**config.mk**
```make
export PLATFORM = sky130hd
export DESIGN_NAME = psfb_gate_seq
export DESIGN_NICKNAME = d
export VERILOG_FILES = /design/src/rtl/psfb_pkg.sv /design/src/rtl/psfb_phase_gen.sv /design/src/rtl/psfb_glitch_filt.sv /design/src/rtl/psfb_leg_dead.sv /design/src/rtl/psfb_interlock.sv /design/src/rtl/psfb_gate_seq.sv
export SDC_FILE = /design/constraint.sdc
export NUM_CORES = 1
export LEC_CHECK = 0
export ABC_CLOCK_PERIOD_IN_PS = 2150
export CORE_UTILIZATION = 60
export CTS_CLUSTER_DIAMETER = 200
export CTS_CLUSTER_SIZE = 8
export DETAILED_ROUTE_END_ITERATION = 8
export DONT_BUFFER_PORTS = 1
export PLACE_DENSITY_LB_ADDON = 0.1
export SKIP_LAST_GASP = 1
export SYNTH_ARGS = -nofsm -noshare
export SYNTH_HDL_FRONTEND = slang
export SYNTH_HIERARCHICAL = 1
export SYNTH_SLANG_ARGS = --single-unit
```
**constraint.sdc**
```tcl
create_clock -name clk -period 2.15 [get_ports clk]
set_clock_uncertainty 0.15 [all_clocks]
set_input_delay 0.1075 -clock clk [delete_from_list [all_inputs] [get_ports clk]]
set_output_delay 0.1075 -clock clk [all_outputs]
set_load 0.02 [all_outputs]
```
**src/rtl/psfb_pkg.sv**
```systemverilog
package psfb_pkg;

    // Drive request for one leg: upper and lower switch.
    typedef struct packed {
        logic hi;
        logic lo;
    } leg_t;

endpackage

```
**src/rtl/psfb_phase_gen.sv**
```systemverilog
module psfb_phase_gen
    import psfb_pkg::*;
(
    input  logic clk,
    input  logic rst_n,
    input  logic en,
    input  logic pwm_in,
    output leg_t left_raw,
    output leg_t right_raw
);

    typedef struct packed {
        logic pwm;       // registered pulse input
        logic pwm_prev;  // one more stage, aligned with the toggle
        logic tgl;       // half-rate toggle
        logic armed;     // a rise has been seen since enable
    } st_t;

    st_t  q, d;
    logic rise;
    logic xr;

    assign rise = q.pwm & ~q.pwm_prev;

    always_comb begin
        d          = q;
        d.pwm      = pwm_in;
        d.pwm_prev = q.pwm;
        if (!en) begin
            d.tgl   = 1'b0;
            d.armed = 1'b0;
        end else if (rise) begin
            d.tgl   = ~q.tgl;
            d.armed = 1'b1;
        end
    end

    always_ff @(posedge clk or negedge rst_n) begin
        if (!rst_n) q <= '0;
        else        q <= d;
    end

    // Both legs come from the same register stage, so their latency matches.
    assign xr           = q.pwm_prev ^ q.tgl;
    assign left_raw.hi  = q.armed &  q.tgl;
    assign left_raw.lo  = q.armed & ~q.tgl;
    assign right_raw.hi = q.armed &  xr;
    assign right_raw.lo = q.armed & ~xr;

    // the left request moves only in the cycle after a detected rise
    a_r3_left_on_rise: assert property (@(posedge clk) disable iff (!rst_n)
        (en && $past(en) && (left_raw != $past(left_raw))) |-> $past(q.pwm && !q.pwm_prev));

endmodule

```
**src/rtl/psfb_glitch_filt.sv**
```systemverilog
module psfb_glitch_filt
    import psfb_pkg::*;
#(
    parameter int CNT_W = 4
) (
    input  logic             clk,
    input  logic             rst_n,
    input  logic             clr,
    input  logic [CNT_W-1:0] min_w,
    input  leg_t             raw,
    output leg_t             filt
);

    localparam int CW1 = CNT_W + 1;

    typedef struct packed {
        leg_t             val;
        logic [CNT_W-1:0] cnt;
    } st_t;

    st_t            q, d;
    logic [CW1-1:0] nxt;

    assign nxt = {1'b0, q.cnt} + CW1'(1);

    always_comb begin
        d = q;
        if (clr) begin
            d.val = '0;
            d.cnt = '0;
        end else if (raw == q.val) begin
            d.cnt = '0;
        end else if (nxt >= {1'b0, min_w}) begin
            d.val = raw;
            d.cnt = '0;
        end else begin
            d.cnt = nxt[CNT_W-1:0];
        end
    end

    always_ff @(posedge clk or negedge rst_n) begin
        if (!rst_n) q <= '0;
        else        q <= d;
    end

    assign filt = q.val;

    // a new filtered value is always the raw value seen the cycle before
    a_r7_filter_takes_raw: assert property (@(posedge clk) disable iff (!rst_n)
        ((q.val != $past(q.val)) && !$past(clr)) |-> ($past(raw) == q.val));

endmodule

```
**src/rtl/psfb_leg_dead.sv**
```systemverilog
module psfb_leg_dead
    import psfb_pkg::*;
#(
    parameter int CNT_W = 4
) (
    input  logic             clk,
    input  logic             rst_n,
    input  logic             clr,
    input  logic [CNT_W-1:0] dead,
    input  leg_t             req,
    output leg_t             drv
);

    localparam int CW1   = CNT_W + 1;
    localparam int SIDES = 2;

    // index 1 = upper switch, index 0 = lower switch
    typedef struct packed {
        logic [SIDES-1:0]            on;
        logic [SIDES-1:0][CNT_W-1:0] cnt;
    } st_t;

    st_t              q, d;
    logic [SIDES-1:0] req_v;

    assign req_v = {req.hi, req.lo};

    always_comb begin
        d = q;
        for (int s = 0; s < SIDES; s++) begin
            logic [CW1-1:0] nxt;
            logic           partner;
            nxt     = {1'b0, q.cnt[s]} + CW1'(1);
            partner = (s == 0) ? q.on[1] : q.on[0];
            if (clr || !req_v[s]) begin
                // turn-off is immediate
                d.on[s]  = 1'b0;
                d.cnt[s] = '0;
            end else if (q.on[s] || partner) begin
                d.cnt[s] = '0;
            end else if (nxt >= {1'b0, dead}) begin
                d.on[s]  = 1'b1;
                d.cnt[s] = '0;
            end else begin
                d.cnt[s] = nxt[CNT_W-1:0];
            end
        end
    end

    always_ff @(posedge clk or negedge rst_n) begin
        if (!rst_n) q <= '0;
        else        q <= d;
    end

    assign drv.hi = q.on[1];
    assign drv.lo = q.on[0];

    // a switch rises only while its partner was already off
    a_r5_r6_gap_upper: assert property (@(posedge clk) disable iff (!rst_n)
        $rose(drv.hi) |-> (!$past(drv.lo) && !drv.lo));
    a_r5_r6_gap_lower: assert property (@(posedge clk) disable iff (!rst_n)
        $rose(drv.lo) |-> (!$past(drv.hi) && !drv.hi));
    // removing a request drops the switch on the next clock
    a_r3_r4_fast_off_upper: assert property (@(posedge clk) disable iff (!rst_n)
        !req.hi |=> !drv.hi);
    a_r3_r4_fast_off_lower: assert property (@(posedge clk) disable iff (!rst_n)
        !req.lo |=> !drv.lo);

endmodule

```
**src/rtl/psfb_interlock.sv**
```systemverilog
module psfb_interlock
    import psfb_pkg::*;
(
    input  logic clk,
    input  logic rst_n,
    input  leg_t left,
    input  leg_t right,
    output logic gate_a,
    output logic gate_b,
    output logic gate_c,
    output logic gate_d,
    output logic fault
);

    typedef struct packed {
        logic fault;
    } st_t;

    st_t  q, d;
    logic overlap;
    logic block;

    assign overlap = (left.hi & left.lo) | (right.hi & right.lo);
    assign block   = q.fault | overlap;

    always_comb begin
        d       = q;
        d.fault = q.fault | overlap;
    end

    always_ff @(posedge clk or negedge rst_n) begin
        if (!rst_n) q <= '0;
        else        q <= d;
    end

    assign gate_a = left.hi  & ~block;
    assign gate_b = left.lo  & ~block;
    assign gate_c = right.hi & ~block;
    assign gate_d = right.lo & ~block;
    assign fault  = q.fault;

    // the dead-time stages never request both switches of a leg
    a_r8_leg_exclusive: assert property (@(posedge clk) disable iff (!rst_n)
        !(left.hi && left.lo) && !(right.hi && right.lo));
    // the fault flag is sticky
    a_r8_fault_sticky: assert property (@(posedge clk) disable iff (!rst_n)
        q.fault |=> q.fault);

endmodule

```
**src/rtl/psfb_gate_seq.sv**
```systemverilog
module psfb_gate_seq
    import psfb_pkg::*;
#(
    parameter int CNT_W = 4
) (
    input  logic             clk,
    input  logic             rst_n,
    input  logic             en,
    input  logic             pwm_in,
    input  logic [CNT_W-1:0] dead_left,
    input  logic [CNT_W-1:0] dead_right,
    input  logic [CNT_W-1:0] glitch_min,
    output logic             gate_a,
    output logic             gate_b,
    output logic             gate_c,
    output logic             gate_d,
    output logic             fault
);

    localparam int LEGS = 2;   // 0 = left (A/B), 1 = right (C/D)

    leg_t             raw     [LEGS];
    leg_t             flt     [LEGS];
    leg_t             drv     [LEGS];
    logic [CNT_W-1:0] dead_v  [LEGS];
    logic             clr;

    assign clr       = ~en;
    assign dead_v[0] = dead_left;
    assign dead_v[1] = dead_right;

    psfb_phase_gen u_phase (
        .clk       (clk),
        .rst_n     (rst_n),
        .en        (en),
        .pwm_in    (pwm_in),
        .left_raw  (raw[0]),
        .right_raw (raw[1])
    );

    for (genvar g = 0; g < LEGS; g++) begin : g_leg
        psfb_glitch_filt #(.CNT_W(CNT_W)) u_filt (
            .clk   (clk),
            .rst_n (rst_n),
            .clr   (clr),
            .min_w (glitch_min),
            .raw   (raw[g]),
            .filt  (flt[g])
        );

        psfb_leg_dead #(.CNT_W(CNT_W)) u_dead (
            .clk   (clk),
            .rst_n (rst_n),
            .clr   (clr),
            .dead  (dead_v[g]),
            .req   (flt[g]),
            .drv   (drv[g])
        );
    end

    psfb_interlock u_lock (
        .clk    (clk),
        .rst_n  (rst_n),
        .left   (drv[0]),
        .right  (drv[1]),
        .gate_a (gate_a),
        .gate_b (gate_b),
        .gate_c (gate_c),
        .gate_d (gate_d),
        .fault  (fault)
    );

    // a low enable clears every gate one clock later
    a_r1_disable_clears: assert property (@(posedge clk) disable iff (!rst_n)
        !en |=> !(gate_a || gate_b || gate_c || gate_d));

endmodule

```
; Word level (Yosys, flattened, before mapping)
; Cells that the tools add are included.
[op_classes]
n_addsub = 6
n_lt_le_gt_ge = 6
n_eq_ne = 11
n_mux = 36
bitwise_logic = 19
reduce_logical = 20
[ops]
columns = operator, count
row1 = $mux W4, 16
row2 = $add A4 B1 Y5 const B, 6
row3 = $ge A5 B4 Y1, 6
row4 = $ne A2 B1 Y1 const B, 7
row5 = $mux W1, 12
row6 = $mux W2, 6
row7 = $mux W6, 2
row8 = $reduce_and A2 Y1, 6
row9 = $and A1 B1 Y1, 11
row10 = $reduce_bool A2 Y1, 4
row11 = $logic_or A1 B1 Y1, 6
row12 = $not A1 Y1, 5
row13 = $eq A2 B2 Y1, 2
row14 = $logic_not A1 Y1, 4
row15 = $ne A2 B2 Y1 const B, 2
row16 = $or A1 B1 Y1, 2
row17 = $xor A1 B1 Y1, 1
[word_totals]
register_bits = 37
inputBits = 16
out_inout_bits = 5
word_cells = 117

; Longest topological paths before layout
; Gate-level depths: netlist (run 1).
[logic_depth]
word_depth = 6
mapped_depth = 7
depth_no_buf = 7

; Modules after synthesis
; Netlist (run 1), hierarchy kept.
[modules_own_cells]
columns = module, instances, cells_each, area_each_um2, seq_area_each_um2
row1 = psfb_leg_dead, 2, 61, 664.4, 250.2
row2 = psfb_glitch_filt, 2, 36, 420.4, 150.1
row3 = psfb_phase_gen, 1, 15, 167.7, 100.1
row4 = psfb_interlock, 1, 8, 87.6, 25.0
row5 = psfb_gate_seq, 1, 1, 3.8, 0.0

; Worst setup path after synthesis (run 1)
; No wires, ideal clock.
[synth_path]
path_kind = reg-to-reg
startpoint = reg g_leg[0].u_filt/q[0] (netlist bit)
endpoint = reg g_leg[0].u_filt.q (netlist bit g_leg[0].u_filt/filt[0])
setup_ns = 0.128
t_arrival_ns = 1.673
required_time_ns = 1.872
setup_slack_ns = 0.200
path_stages_with_launch = 7
n_path_buf = 0
synth_period_minus_slack_ns = 1.950
path_cell_list = dfrtp_1 > ha_1 > xor2_1 > ha_1 > o21ai_0 > o21ai_2 > mux2_1
[synth_via]
elab_chain_cells = 4
[synth_lines]
columns = element, line
row1 = "start, declared", psfb_glitch_filt.sv:21  ; st_t q, d;
row2 = "start signal, assigned", psfb_glitch_filt.sv:42  ; if (!rst_n) q <= '0;
row3 = "start signal, assigned", psfb_glitch_filt.sv:43  ; else q <= d;
row4 = $add A4 B1 Y5, psfb_glitch_filt.sv:24  ; assign nxt = {1'b0, q.cnt} + CW1'(1);
row5 = $ge A5 B4 Y1, psfb_glitch_filt.sv:33  ; end else if (nxt >= {1'b0, min_w}) begin
row6 = $ne A2 B1 Y1 (no source line), -
row7 = $reduce_and A2 Y1 (no source line), -
; No other way between the ends.
; A chain may end at the register's enable or synchronous reset.

; Worst setup path in the final report (run 1)
[layout_path]
startpoint = reg g_leg[1].u_filt/q[0] (netlist bit)
endpoint = reg g_leg[1].u_filt.q (netlist bit g_leg[1].u_filt/filt[0])
[layout_via]
elab_chain_cells = 4
[layout_lines]
columns = element, line
row1 = "start, declared", psfb_glitch_filt.sv:21
row2 = "start signal, assigned", psfb_glitch_filt.sv:42
row3 = "start signal, assigned", psfb_glitch_filt.sv:43
row4 = $add A4 B1 Y5, psfb_glitch_filt.sv:24
row5 = $ge A5 B4 Y1, psfb_glitch_filt.sv:33
row6 = $ne A2 B1 Y1 (no source line), -
row7 = $reduce_and A2 Y1 (no source line), -
; No other way between the ends.

==> results.md, run 1 <==
Pwr:
- Overall power consumption after layout is estimated at between 1 and 1.5 mW.
- The share of total power dissipated in sequential elements is 0.534.
- Of the total power, the clock network draws 0.338.
- The maximum vdd ir drop is 0.383 mV.
- The cell internal power dissipation is 1.02 mW.
- The static leakage is between 1 and 1.5 nW.
- Of the total power, combinational logic draws 0.128.
- The analysis attributes to net switching a power of 342 µW.
- In this run the power density over the cells is 529 mW/mm².
- Of the total power, the share spent switching nets is 0.252.

Layout:
- The cell area after layout is 0.00257 mm².
- Compared with the post-synthesis result, the final layout area differs by 5.72%.
- The commonest non-fill, non-tap cell in the layout is sky130_fd_sc_hd__dfrtp_1.
- 0 antenna diodes ended up in the layout.
- For this run, the post-layout net count is 267.
- Leaving out fill and tap cells, the most frequent cells in the layout are sky130_fd_sc_hd__dfrtp_1 (37), sky130_fd_sc_hd__ha_1 (30), sky130_fd_sc_hd__inv_1 (25), sky130_fd_sc_hd__nor2b_1 (17), sky130_fd_sc_hd__nor2_1 (13).
- In the final layout, the share of cells above drive strength 1 is 0.135.

Place:
- After legalization and detailed placement, the total HPWL measured 3.16 mm.
- The routability congestion estimate is 0.791.
- Buffers placed on the I/O ports in this run total 0.
- Once placement finished, the instance area stood at 0.00243 mm².

Detailed routing:
- After detailed routing, the average wire length per cell comes to roughly 15 µm.
- After detailed routing, the number of vias per cell comes to 5.72.
- Wires add up to 3.92 mm.
- After detailed routing, the number of remaining DRC violations is 0.
- After the first detailed-routing iteration, the DRC count stood at 43.
- The final route contains 1545 vias.
- In this run the remaining antenna-violating nets after routing total 0.
- The length of the first detailed-routing pass in iterations is 4.

Worst setup path:
- The worst setup path is launched from a register.
- Of all nets on the critical path, the largest fanout is 4.
- The critical setup path kind is register to register.
- The endpoint arrival time on the critical path is 2.06 ns.
- STA puts the critical path data required time at 2.17 ns.
- The worst setup path is captured at a register.
- Tracing the worst setup path back leads to its startpoint at g_leg[1].u_filt/q[0].
- The worst register-to-register path begins at g_leg[1].u_filt/q[0].

Timing:
- Of the available clock period, the critical path in the final layout requires 0.949.
- Derived from the worst setup path, the maximum achievable clock frequency is 0.490 GHz.
- Setup violations remaining at the end of the flow were counted as 0.
- Setup repair after global routing left no endpoint under its margin.
- In this run the tightest slew margin relative to its limit is 0.684.
- The final hold violation count is 0.
- The routed design could run at a clock period as short as slightly above 2 ns.
- The number of slew-limit violations in the final report came to 0.
- The setup TNS is 0 ns.
- At the pin with the least slew margin, the transition time is approximately 0.47 ns.

Die:
- The width of the die is 65.6 µm.
- The floorplan has 22 rows.
- The count of pins on the block boundary is 21.
- The initial standard-cell utilization of the core is 0.644.
- The area enclosed by the die boundary is 0.00431 mm².
- The core region is 0.00377 mm².
- The die height is 65.6 µm.

Flow run:
- Max-cap violations in this run came to 0.

Synth:
- The mapped netlist covers 0.00243 mm².
- Synthesis inferred 37 register bits.
- After synthesis, the mean cell area works out to roughly 11 µm².
- The number of enable flip-flop cells after synthesis is 0.
- Synthesis produced ~220 cells.
- The Yosys step of the flow raised 6 warnings.
- The number of nets in the synthesized netlist is 264.
- The sequential fraction of the synthesis area is 0.381.
- The count of different cell masters after synthesis is between 40 and 50.
- The most common flop cell mapped by yosys is sky130_fd_sc_hd__dfrtp_1.
- Of all flip-flops after synthesis, the portion carrying an async set or reset was 1.00.

Clock tree:
- Counting the buffers created by CTS gives 5.
- The clock drives 37 sinks.
- At the later pin of the worst-skew pair, clock insertion delay measures 0.29 ns.
- The post-CTS clock slew at the launch and capture registers of the worst setup and hold paths is 0.07 ns.
- TritonCTS built the clock tree.
- The maximum buffer depth of the clock tree is 2.
- The level count of the clock H-tree is 2.
- The cell sitting at the root of the clock tree is a sky130_fd_sc_hd__clkbuf_8.
- Buffers added to address setup during post-CTS repair amount to 0.

Min path:
- The min-delay analysis places its worst path in the category input port to asynchronous set/reset pin.

Global route:
- Summed over all layers, the global routing overflow is 0.
- The via count of the first global-routing pass is 1714.
- The first global-routing pass estimated 7.17 mm of wire.
- Entering global routing, the biggest net connects 38 pins.
- In the global route stage, overall resource usage came out at 0.222.
- The number of antenna violations at the first check in global routing is 0.

Status:
- The flow ran to the end, and the final reports show no timing, DRC or antenna violations.
==> cell families (layout without fill, tap and decap cells) <==
kind of cell | Yosys count | in the layout | share of synthesized area
AO/OA/AOI/OAI | 34 | 34 | 0.146
XOR/XNOR | 17 | 17 | 0.0613
adder cells (fa/ha/maj) | 30 | 30 | 0.155
buffers and inverters | 33 | 37 | 0.0634
flip-flops | 37 | 37 | 0.381
multiplexers | 4 | 4 | 0.0185
AND/OR/NAND/NOR | 63 | 63 | 0.175
==> final timing paths <==
check	depth (start not counted)	slack (ns)	endpoint
setup / recovery	6	0.11	g_leg[1].u_filt/filt[0]
hold / removal	2	0.12	g_leg[0].u_dead/q[5]
setup reg to reg	6	0.11	g_leg[1].u_filt/filt[0]
hold reg to reg	0	0.25	u_phase/q[2]
max in group asynchronous	2	1.54	g_leg[1].u_dead/drv[0]
min in group clk	5	0.15	g_leg[0].u_dead/q[5]
==> sequential cells by signal (all words and copies together) (netlist names) <==
name,cells
u_phase/q,3
g_leg.u_filt/filt,4
g_leg.u_dead/drv,4
u_lock/fault,1
u_phase/d,1
g_leg.u_filt/q,8
g_leg.u_dead/q,16
==> worst max-delay path: stages, from the launching register on <==
cell                      delay [ns]
sky130_fd_sc_hd__dfrtp_1        0.42
sky130_fd_sc_hd__ha_1           0.26
sky130_fd_sc_hd__xor2_1         0.20
sky130_fd_sc_hd__ha_1           0.26
sky130_fd_sc_hd__o21ai_1        0.22
sky130_fd_sc_hd__o21ai_2        0.10
sky130_fd_sc_hd__mux2_1         0.31
==> power by group through the flow <==
stage,sequential (mW),combinational (mW),clock (mW)
floorplan,0.735,0.132,0
global placement,0.738,0.142,0
detailed placement,0.740,0.150,0
CTS,0.726,0.174,0.475
global route,0.728,0.196,0.504
finish,0.726,0.174,0.460
==> final cells by class <==
cell class	instances	area (µm²)
multi-input combinational	148	1360
fill	294	1200
sequential	37	926
inverter	25	93.8
clock buffer	6	72.6
tap	48	60.1
timing repair buffer	4	50.0
clock inverter	2	10.0
==> per-layer routing <==
metal,global-route usage,part of all wire
met1,0.238,0.42
met2,0.407,0.53
met3,0.0590,0.033
met4,0.0897,0.016
met5,0,0
==> what timing repair did <==
action / 4_1_cts / 5_1_grt
endpoints found under the setup margin: 0 / 10
endpoints found under the hold margin: 40 / 0
hold buffers: 4 / 0
resized for setup: 0 / 4
==> Yosys cell counts, drive strengths merged, types with 2 or more instances <==
cell     count  area share
dfrtp       37        0.38
nand2b       5       0.025
and3b        2      0.0072
inv         25       0.039
nor2b       17       0.044
nor2        13       0.020
a211oi       4       0.033
and3         2      0.0052
a21o         3      0.0093
o211ai       3       0.011
mux2         4       0.019
buf          8       0.025
ha          30        0.15
nor4b        4       0.020
o2111ai      3       0.016
a31oi        4       0.010
xor2        11       0.040
o21ai        7       0.018
and2         2      0.0057
o221ai       2      0.0072
a311oi       2       0.022
nor3b        3       0.013
nand2        4      0.0062
nand3        8       0.019
xnor2        6       0.022
a21oi        2      0.0041
==> metrics by stage <==
stage	setup WS [ns]	std cells	hold slack [ns]	utilization
2_1_floorplan	0.200	218	-0.338	-
3_3_place_gp	0.152	258	-0.337	0.644
5_1_grt	0.0113	270	0.137	0.681
6_report	0.110	270	0.118	0.681
3_5_place_dp	0.0693	258	-0.337	0.644
4_1_cts	0.0619	270	0.112	0.679
(Power assumes the default switching activity.)
==> run 2, diff against run 1 <==
--- a/config.mk
+++ b/config.mk
@@ -5,13 +5,13 @@
 export SDC_FILE = /design/constraint.sdc
 export NUM_CORES = 1
 export LEC_CHECK = 0
-export ABC_CLOCK_PERIOD_IN_PS = 2150
+export ABC_CLOCK_PERIOD_IN_PS = 2400
 export CORE_UTILIZATION = 60
 export CTS_CLUSTER_DIAMETER = 200
 export CTS_CLUSTER_SIZE = 8
 export DETAILED_ROUTE_END_ITERATION = 8
 export DONT_BUFFER_PORTS = 1
-export PLACE_DENSITY_LB_ADDON = 0.1
+export PLACE_DENSITY = 0.76
 export SKIP_LAST_GASP = 1
 export SYNTH_ARGS = -nofsm -noshare
 export SYNTH_HDL_FRONTEND = slang
==> constraint.sdc (replaced) <==
create_clock -name clk -period 2.4 [get_ports clk]
set_clock_uncertainty 0.15 [all_clocks]
set_input_delay 0.12 -clock clk [delete_from_list [all_inputs] [get_ports clk]]
set_output_delay 0.12 -clock clk [all_outputs]
set_load 0.02 [all_outputs]
==> run 2 against run 1 <==
- sequential power fell by 10%
- setup slack improved by 0.18 ns
- clock-buffer cell count rose by 1
- cell area rose by 0.49%
- first-iteration DRC count rose by 86%
- via count rose by 2.3%
- sequential cell count did not move
- critical path type unchanged
- core utilization rose by 0.33 points
- critical path depth did not move
- non-clock buffer count did not move
==> results.md, run 2 (synthesis results as in run 1) <==
Status:
- The run finished with clean final reports.

Layout:
- The library cells used most frequently in the layout, excluding fill and tap cells, are sky130_fd_sc_hd__dfrtp_1 (37), sky130_fd_sc_hd__ha_1 (30), sky130_fd_sc_hd__inv_1 (25), sky130_fd_sc_hd__nor2b_1 (17), sky130_fd_sc_hd__nor2_1 (13).
- The area of combinational cells with multiple inputs is 0.00135 mm² (-0.46%).
- Leaving out fill and tap cells, the most frequent cell in the layout is sky130_fd_sc_hd__dfrtp_1.
- The net count reported at finish is 267 (unchanged).
- The share of layout cells above drive strength 1 was 0.135 (unchanged).
- The post-layout instance count excluding filler cells was 270 (unchanged).
- The area growth from synthesis to final layout is 6.23%.
- The count of fill cells added during filler insertion is 265 (-9.9%).
- The register with the most flip-flops in the final layout is g_leg.u_dead/q.
- The count of inserted antenna diode cells is 0 (unchanged).
- The combined flip-flop and latch cell area is 926 µm² (unchanged).
- The largest registers in the layout are g_leg.u_dead/q x16, g_leg.u_filt/q x8.
- The flip-flop count of the largest register after layout is 16 (unchanged).

Clock tree:
- The clock tree from TritonCTS is built.
- The cell sitting at the root of the clock tree is a sky130_fd_sc_hd__clkbuf_8.
- The number of buffers inserted during clock tree synthesis is 5 (unchanged).
- The latest clock arrival within the worst-skew pair is 0.29 ns (about the same).
- The number of gates given a new drive strength after cts came to 0 (unchanged).
- The post-CTS clock slew at the launch and capture registers of the worst setup and hold paths is 0.07 ns (about the same).
- The number of sinks handled by clock tree synthesis is 37 (unchanged).
- The level count of the clock H-tree is 2 (unchanged).
- The maximum buffer depth of the clock tree is 2 (unchanged).

Global route:
- The largest net degree at the start of global routing came to 38 (unchanged).
- The first-pass GRT wire length is 7.33 mm (+2.3%).
- The number of antenna violations at the first check in global routing is 0 (unchanged).
- The leftover overflow at the end of global routing is 0 (unchanged).
- The global-route total usage across every layer is 0.231 (+0.00911).
- The via count of the first global-routing pass is 1748 (+2.0%).

Die:
- The die height was 65.6 µm (unchanged).
- The placeable core area is 0.00377 mm² (unchanged).
- The count of pins on the block boundary was 21 (unchanged).
- The area enclosed by the die boundary came to 0.00431 mm² (unchanged).
- The width of the die is 65.6 µm (unchanged).
- The initial standard-cell utilization of the core is 0.644 (unchanged).
- The standard-cell row count came to 22 (unchanged).

Timing:
- The number of endpoints failing setup at the final stage is 0 (unchanged).
- The maximum clock frequency is 0.474 GHz (-3.3%).
- The post-route minimum period came to 2.11 ns (+0.0688 ns).
- The setup TNS is 0 ns (unchanged).
- Setup repair after global routing left no endpoint under its margin.
- The worst-margin pin slew is 0.467 ns (-0.00693 ns).
- The final hold violation count is 0 (unchanged).
- The final period utilization is 0.878 (-0.0702).
- The relative slew slack is 0.688 (+0.00462).
- The number of slew-limit violations in the final report is 0 (unchanged).

Place:
- The number of placed instances with taps included is 258 (unchanged).
- The routability congestion estimate came to 0.756 (-4.4%).
- The HPWL reported at the end of detailed placement is 3.26 mm (+3.2%).
- The count of buffers from port buffering was 0 (unchanged).

Worst setup path:
- The top fanout value on the critical path is 4 (unchanged).
- The required time at the endpoint of the critical path came to 2.42 ns (+0.25 ns).
- The critical setup path kind is register to register.
- The worst setup path is captured at a register.
- The worst-case reg-to-reg path depth was 6 (unchanged).
- The worst-case register-to-register setup slack came to 0.29 ns (+0.18 ns).
- The worst reg2reg path endpoint is g_leg[1].u_filt/filt[1].
- The sort of element at the start of the critical path is a register.
- The endpoint arrival time on the critical path is 2.13 ns (+0.07 ns).
- The origin of the critical flop-to-flop path is g_leg[1].u_filt/q[0].

Detailed routing:
- The average via count per standard cell came to 5.85 (+2.3%).
- The DRC violation count after routing is 0 (unchanged).
- The final antenna-violating net count is 0 (unchanged).
- The initial DRC count is 80 (+86%).
- The length of the first detailed-routing pass in iterations is 4 (unchanged).
- The total vias in the final route is 1580 (+2.3%).
- The routed length per instance is 15.5 µm (+7.0%).
- The wire length after detailed routing is 4.19 mm (+7.0%).

Flow run:
- The number of max-cap violations is 0 (unchanged).

Pwr:
- The static leakage is 1.35 nW (+0.64%).
- The power density relative to cell area is 496 mW/mm² (-6.3%).
- The total power of the final layout was 1.28 mW (-5.8%).
- The maximum vdd ir drop is 0.340 mV (-11%).

Min path:
- The worst hold-check path type is input port to asynchronous set/reset pin.
-- run 2: changes by cell type in the layout (fill, tap and decap cells not counted), sizes merged --
cell    change
clkinv      -1
clkbuf      +1
-- run 2: timing repair --
action | CTS | global route
hold buffers | 4 | 0
endpoints found under the hold margin | 40 | 0
setup buffers | 0 | 0
-- run 2: per-stage QoR --
stage	utilization	hold slack [ns]	setup WS (ns)	cell area, µm²
after global routing	0.684	0.143	0.0607	2580
after detailed placement	0.644	-0.325	0.315	2430
final	0.684	0.127	0.292	2580
after CTS	0.684	0.117	0.304	2580
after floorplan	-	-0.326	0.450	2430
after global placement	0.644	-0.325	0.408	2430
-- run 2: how the worst max path moves through the flow --
stage	to	depth (start not counted)	start	slack [ns]
after CTS	g_leg[1].u_filt/filt[1]	6	g_leg[1].u_filt/q[0]	0.30
after floorplan	g_leg[0].u_filt/filt[0]	6	g_leg[0].u_filt/q[0]	0.45
after detailed placement	g_leg[1].u_filt/filt[1]	6	g_leg[1].u_filt/q[0]	0.32
after global placement	g_leg[0].u_filt/filt[1]	6	g_leg[0].u_filt/q[0]	0.41
final	g_leg[1].u_filt/filt[1]	6	g_leg[1].u_filt/q[0]	0.29
after global routing	g_leg[1].u_filt/q[0]	6	g_leg[1].u_filt/q[0]	0.06
-- run 2: worst max-delay path: stages, from the launching register on --
cell                      delay (ns)
sky130_fd_sc_hd__dfrtp_1        0.41
sky130_fd_sc_hd__ha_1           0.27
sky130_fd_sc_hd__xor2_1         0.20
sky130_fd_sc_hd__ha_1           0.27
sky130_fd_sc_hd__o21ai_0        0.26
sky130_fd_sc_hd__o21ai_2        0.11
sky130_fd_sc_hd__mux2_1         0.32
-- run 2: power by group --
| part | leakage (nW) | total [mW] | internal [mW] | switching, mW |
|---|---|---|---|---|
| combinational | 0.787 | 0.154 | 0.0727 | 0.0813 |
| clock | 0.0542 | 0.476 | 0.259 | 0.217 |
| sequential | 0.509 | 0.650 | 0.636 | 0.0139 |
| total | 1.35 | 1.28 | 0.968 | 0.312 |
-- run 2: routing by layer --
metal	GRT usage	vias to the layer above	share of wire	wire length [µm]
met3	0.0625	14	0.033	138
met2	0.427	29	0.53	2220
met4	0.109	0	0.028	118
li1	-	757	-	-
met5	0	-	0	0
met1	0.237	780	0.41	1710
-- run 2: cell type report --
type,instances,area share
multi-input cells,148,0.523
flip-flops and latches,37,0.359
clock buffers,7,0.0373
inverters,25,0.0364
well taps,48,0.0233
repair buffers,4,0.0194
clock inverters,1,0.00194
==> run 3, diff against run 2 <==
--- a/config.mk
+++ b/config.mk
@@ -5,12 +5,13 @@
 export SDC_FILE = /design/constraint.sdc
 export NUM_CORES = 1
 export LEC_CHECK = 0
-export ABC_CLOCK_PERIOD_IN_PS = 2400
+export ABC_CLOCK_PERIOD_IN_PS = 2200
 export CORE_UTILIZATION = 60
 export CTS_CLUSTER_DIAMETER = 200
 export CTS_CLUSTER_SIZE = 8
 export DETAILED_ROUTE_END_ITERATION = 8
 export DONT_BUFFER_PORTS = 1
+export MAX_ROUTING_LAYER = met4
 export PLACE_DENSITY = 0.76
 export SKIP_LAST_GASP = 1
 export SYNTH_ARGS = -nofsm -noshare
==> constraint.sdc (replaced) <==
create_clock -name clk -period 2.2 [get_ports clk]
set_clock_uncertainty 0.15 [all_clocks]
set_input_delay 0.11 -clock clk [delete_from_list [all_inputs] [get_ports clk]]
set_output_delay 0.11 -clock clk [all_outputs]
set_load 0.02 [all_outputs]
==> run 3 against run 2 <==
- via count grew 1.3%
- clock-buffer cell count stayed put
- die area unchanged
- critical path type unchanged
==> results.md, run 3 (synthesis results as in run 1) <==
Status:
- The flow ran to the end, and the final reports show no timing, DRC or antenna violations.

Worst setup path:
- The endpoint arrival time on the critical path is 2.05 ns (-0.08 ns).
- The critical path is of the register to register type.
- The top fanout value on the critical path is 4 (unchanged).
- The kind of end point of the critical path is a register.
- The worst setup path is launched from a register.
- The required time at the endpoint of the critical path is 2.22 ns (-0.20 ns).
- The worst-case reg-to-reg path depth is 6 (unchanged).

Global route:
- The via count of the first global-routing pass is 1719 (-1.7%).
- The first-pass GRT wire length is 7.27 mm (-0.85%).
- The largest net degree at the start of global routing was 38 (unchanged).
- The global-route total usage across every layer is 0.233 (+0.00130).
- The number of antenna violations at the first check in global routing is 0 (unchanged).
- The met1 layer usage reported by global route was 0.241 (+0.00420).
- The most heavily used metal layer in global routing is met2.
- The met3 routing resource usage after global routing is 0.0417 (-0.0208).
- The met2 usage in global routing came to 0.421 (-0.00638).
- The leftover overflow at the end of global routing came to 0 (unchanged).

Clock tree:
- The level count of the clock H-tree is 2 (unchanged).
- The post-CTS clock slew at the launch and capture registers of the worst setup and hold paths came to 0.07 ns (about the same).
- The number of buffers inserted during clock tree synthesis is 5 (unchanged).
- The maximum buffer depth of the clock tree is 2 (unchanged).
- The number of sinks handled by clock tree synthesis is 37 (unchanged).
- The latest clock arrival within the worst-skew pair is 0.29 ns (about the same).
- The total setup buffers inserted after CTS is 0 (unchanged).
- The clock tree from TritonCTS is built.
- The clock root buffer is sky130_fd_sc_hd__clkbuf_8.

Flow run:
- The number of max-cap violations is 0 (unchanged).

Layout:
- The count of inserted antenna diode cells was 0 (unchanged).
- The register with the highest flop count is g_leg.u_dead/q.
- From synthesis to final layout, the design area changed by 6.65%.
- In the layout the commonest cells are sky130_fd_sc_hd__dfrtp_1 (37), sky130_fd_sc_hd__ha_1 (30), sky130_fd_sc_hd__inv_1 (25), sky130_fd_sc_hd__nor2b_1 (17), sky130_fd_sc_hd__nor2_1 (13).
- The largest registers in the layout are g_leg.u_dead/q x16, g_leg.u_filt/q x8.
- The share of layout cells above drive strength 1 is 0.144 (+0.00901).
- The commonest non-fill, non-tap cell in the layout is sky130_fd_sc_hd__dfrtp_1.
- The net count reported at finish is 267 (unchanged).
- The flip-flop count of the largest register after layout was 16 (unchanged).

Detailed routing:
- The initial DRC count is 116 (+45%).
- The wire length after detailed routing is 4.24 mm (+1.1%).
- The final antenna-violating net count is 0 (unchanged).
- The routed length per instance is 15.7 µm (+1.1%).
- The total vias in the final route is 1600 (+1.3%).
- The length of the first detailed-routing pass in iterations is 4 (unchanged).
- The DRC violation count after routing is 0 (unchanged).
- The average via count per standard cell was 5.93 (+1.3%).

Die:
- The placeable core area is 0.00377 mm² (unchanged).
- The area enclosed by the die boundary came to 0.00431 mm² (unchanged).
- The die height is 65.6 µm (unchanged).
- The count of pins on the block boundary is 21 (unchanged).
- The initial standard-cell utilization of the core is 0.644 (unchanged).
- The width of the die is 65.6 µm (unchanged).
- The standard-cell row count is 22 (unchanged).

Timing:
- The final period utilization is 0.922 (+0.0432).
- The setup TNS is 0 ns (unchanged).
- Setup repair after global routing left no endpoint under its margin.
- The number of slew-limit violations in the final report is 0 (unchanged).
- The final hold violation count was 0 (unchanged).
- The maximum clock frequency came to 0.493 GHz (+4.0%).
- The post-route minimum period is 2.03 ns (-0.0806 ns).
- The number of endpoints failing setup at the final stage is 0 (unchanged).
- The setup slack after layout came to 0.172 ns (-0.119 ns).
- The relative slew slack is 0.684 (-0.00413).
- The worst-margin pin slew was 0.473 ns (+0.00618 ns).

Place:
- The HPWL reported at the end of detailed placement came to 3.23 mm (-0.88%).
- The worst slack at placement is 0.113 ns (-0.203 ns).
- The count of buffers from port buffering is 0 (unchanged).
- The routability congestion estimate is 0.766 (+1.3%).

Min path:
- The worst hold-check path type is input port to asynchronous set/reset pin.

Pwr:
- The static leakage was 1.35 nW (+0.11%).
- The power density relative to cell area was 541 mW/mm² (+9.0%).
- The maximum vdd ir drop is 0.382 mV (+12%).
## run 3: repair_timing
item | in CTS | in global routing
setup endpoints to repair | 0 | 9
resized for setup | 0 | 4
hold endpoints to repair | 40 | 0
hold buffers | 4 | 0
## run 3: path summary, 6_finish.rpt
check	end	from	slack, ns
max	g_leg[1].u_filt/filt[1]	g_leg[1].u_filt/q[0]	0.17
min	g_leg[0].u_dead/q[4]	rst_n	0.12
max reg2reg	g_leg[1].u_filt/filt[1]	g_leg[1].u_filt/q[0]	0.17
min reg2reg	u_phase/q[2]	u_phase/d[2]	0.25
max in group asynchronous	g_leg[1].u_dead/drv[0]	rst_n	1.58
min in group clk	g_leg[0].u_dead/q[4]	dead_left[3]	0.15
## run 3: critical path, cell delays in order (launching register included)
cell	delay (ns)
sky130_fd_sc_hd__dfrtp_1	0.41
sky130_fd_sc_hd__ha_1	0.27
sky130_fd_sc_hd__xor2_1	0.20
sky130_fd_sc_hd__ha_1	0.27
sky130_fd_sc_hd__o21ai_2	0.11
sky130_fd_sc_hd__o21ai_2	0.17
sky130_fd_sc_hd__mux2_1	0.34
## run 3: report_power, final
group | total [mW] | internal (mW) | switching (mW)
combinational | 0.172 | 0.0809 | 0.0911
sequential | 0.710 | 0.694 | 0.0155
clock | 0.519 | 0.283 | 0.236
## run 3: area by class of cell
| cell class | count | area [µm²] |
|---|---|---|
| Multi-Input combinational cell | 148 | 1360 |
| Timing Repair Buffer | 4 | 50.0 |
| Clock inverter | 1 | 5.00 |
| Tap cell | 48 | 60.1 |
| Inverter | 25 | 93.8 |
| Fill cell | 263 | 1180 |
| Sequential cell | 37 | 926 |
| Clock buffer | 7 | 96.3 |
## run 3: metrics by stage
stage / std cells / area (µm²) / total power, mW / util / hold slack, ns
after global routing: 270 / 2590 / 1.46 / 0.687 / 0.141
after detailed placement: 258 / 2430 / 0.869 / 0.644 / -0.335
final: 270 / 2590 / 1.40 / 0.687 / 0.120
after floorplan: 218 / 2430 / 0.847 / - / -0.336
after CTS: 270 / 2580 / 1.42 / 0.684 / 0.114
after global placement: 258 / 2430 / 0.858 / 0.644 / -0.335
## run 3: routing by layer
metal	wire length (µm)	vias up
met4	72	0
met2	2250	34
li1	-	762
met5	0	-
met1	1780	797
met3	131	7
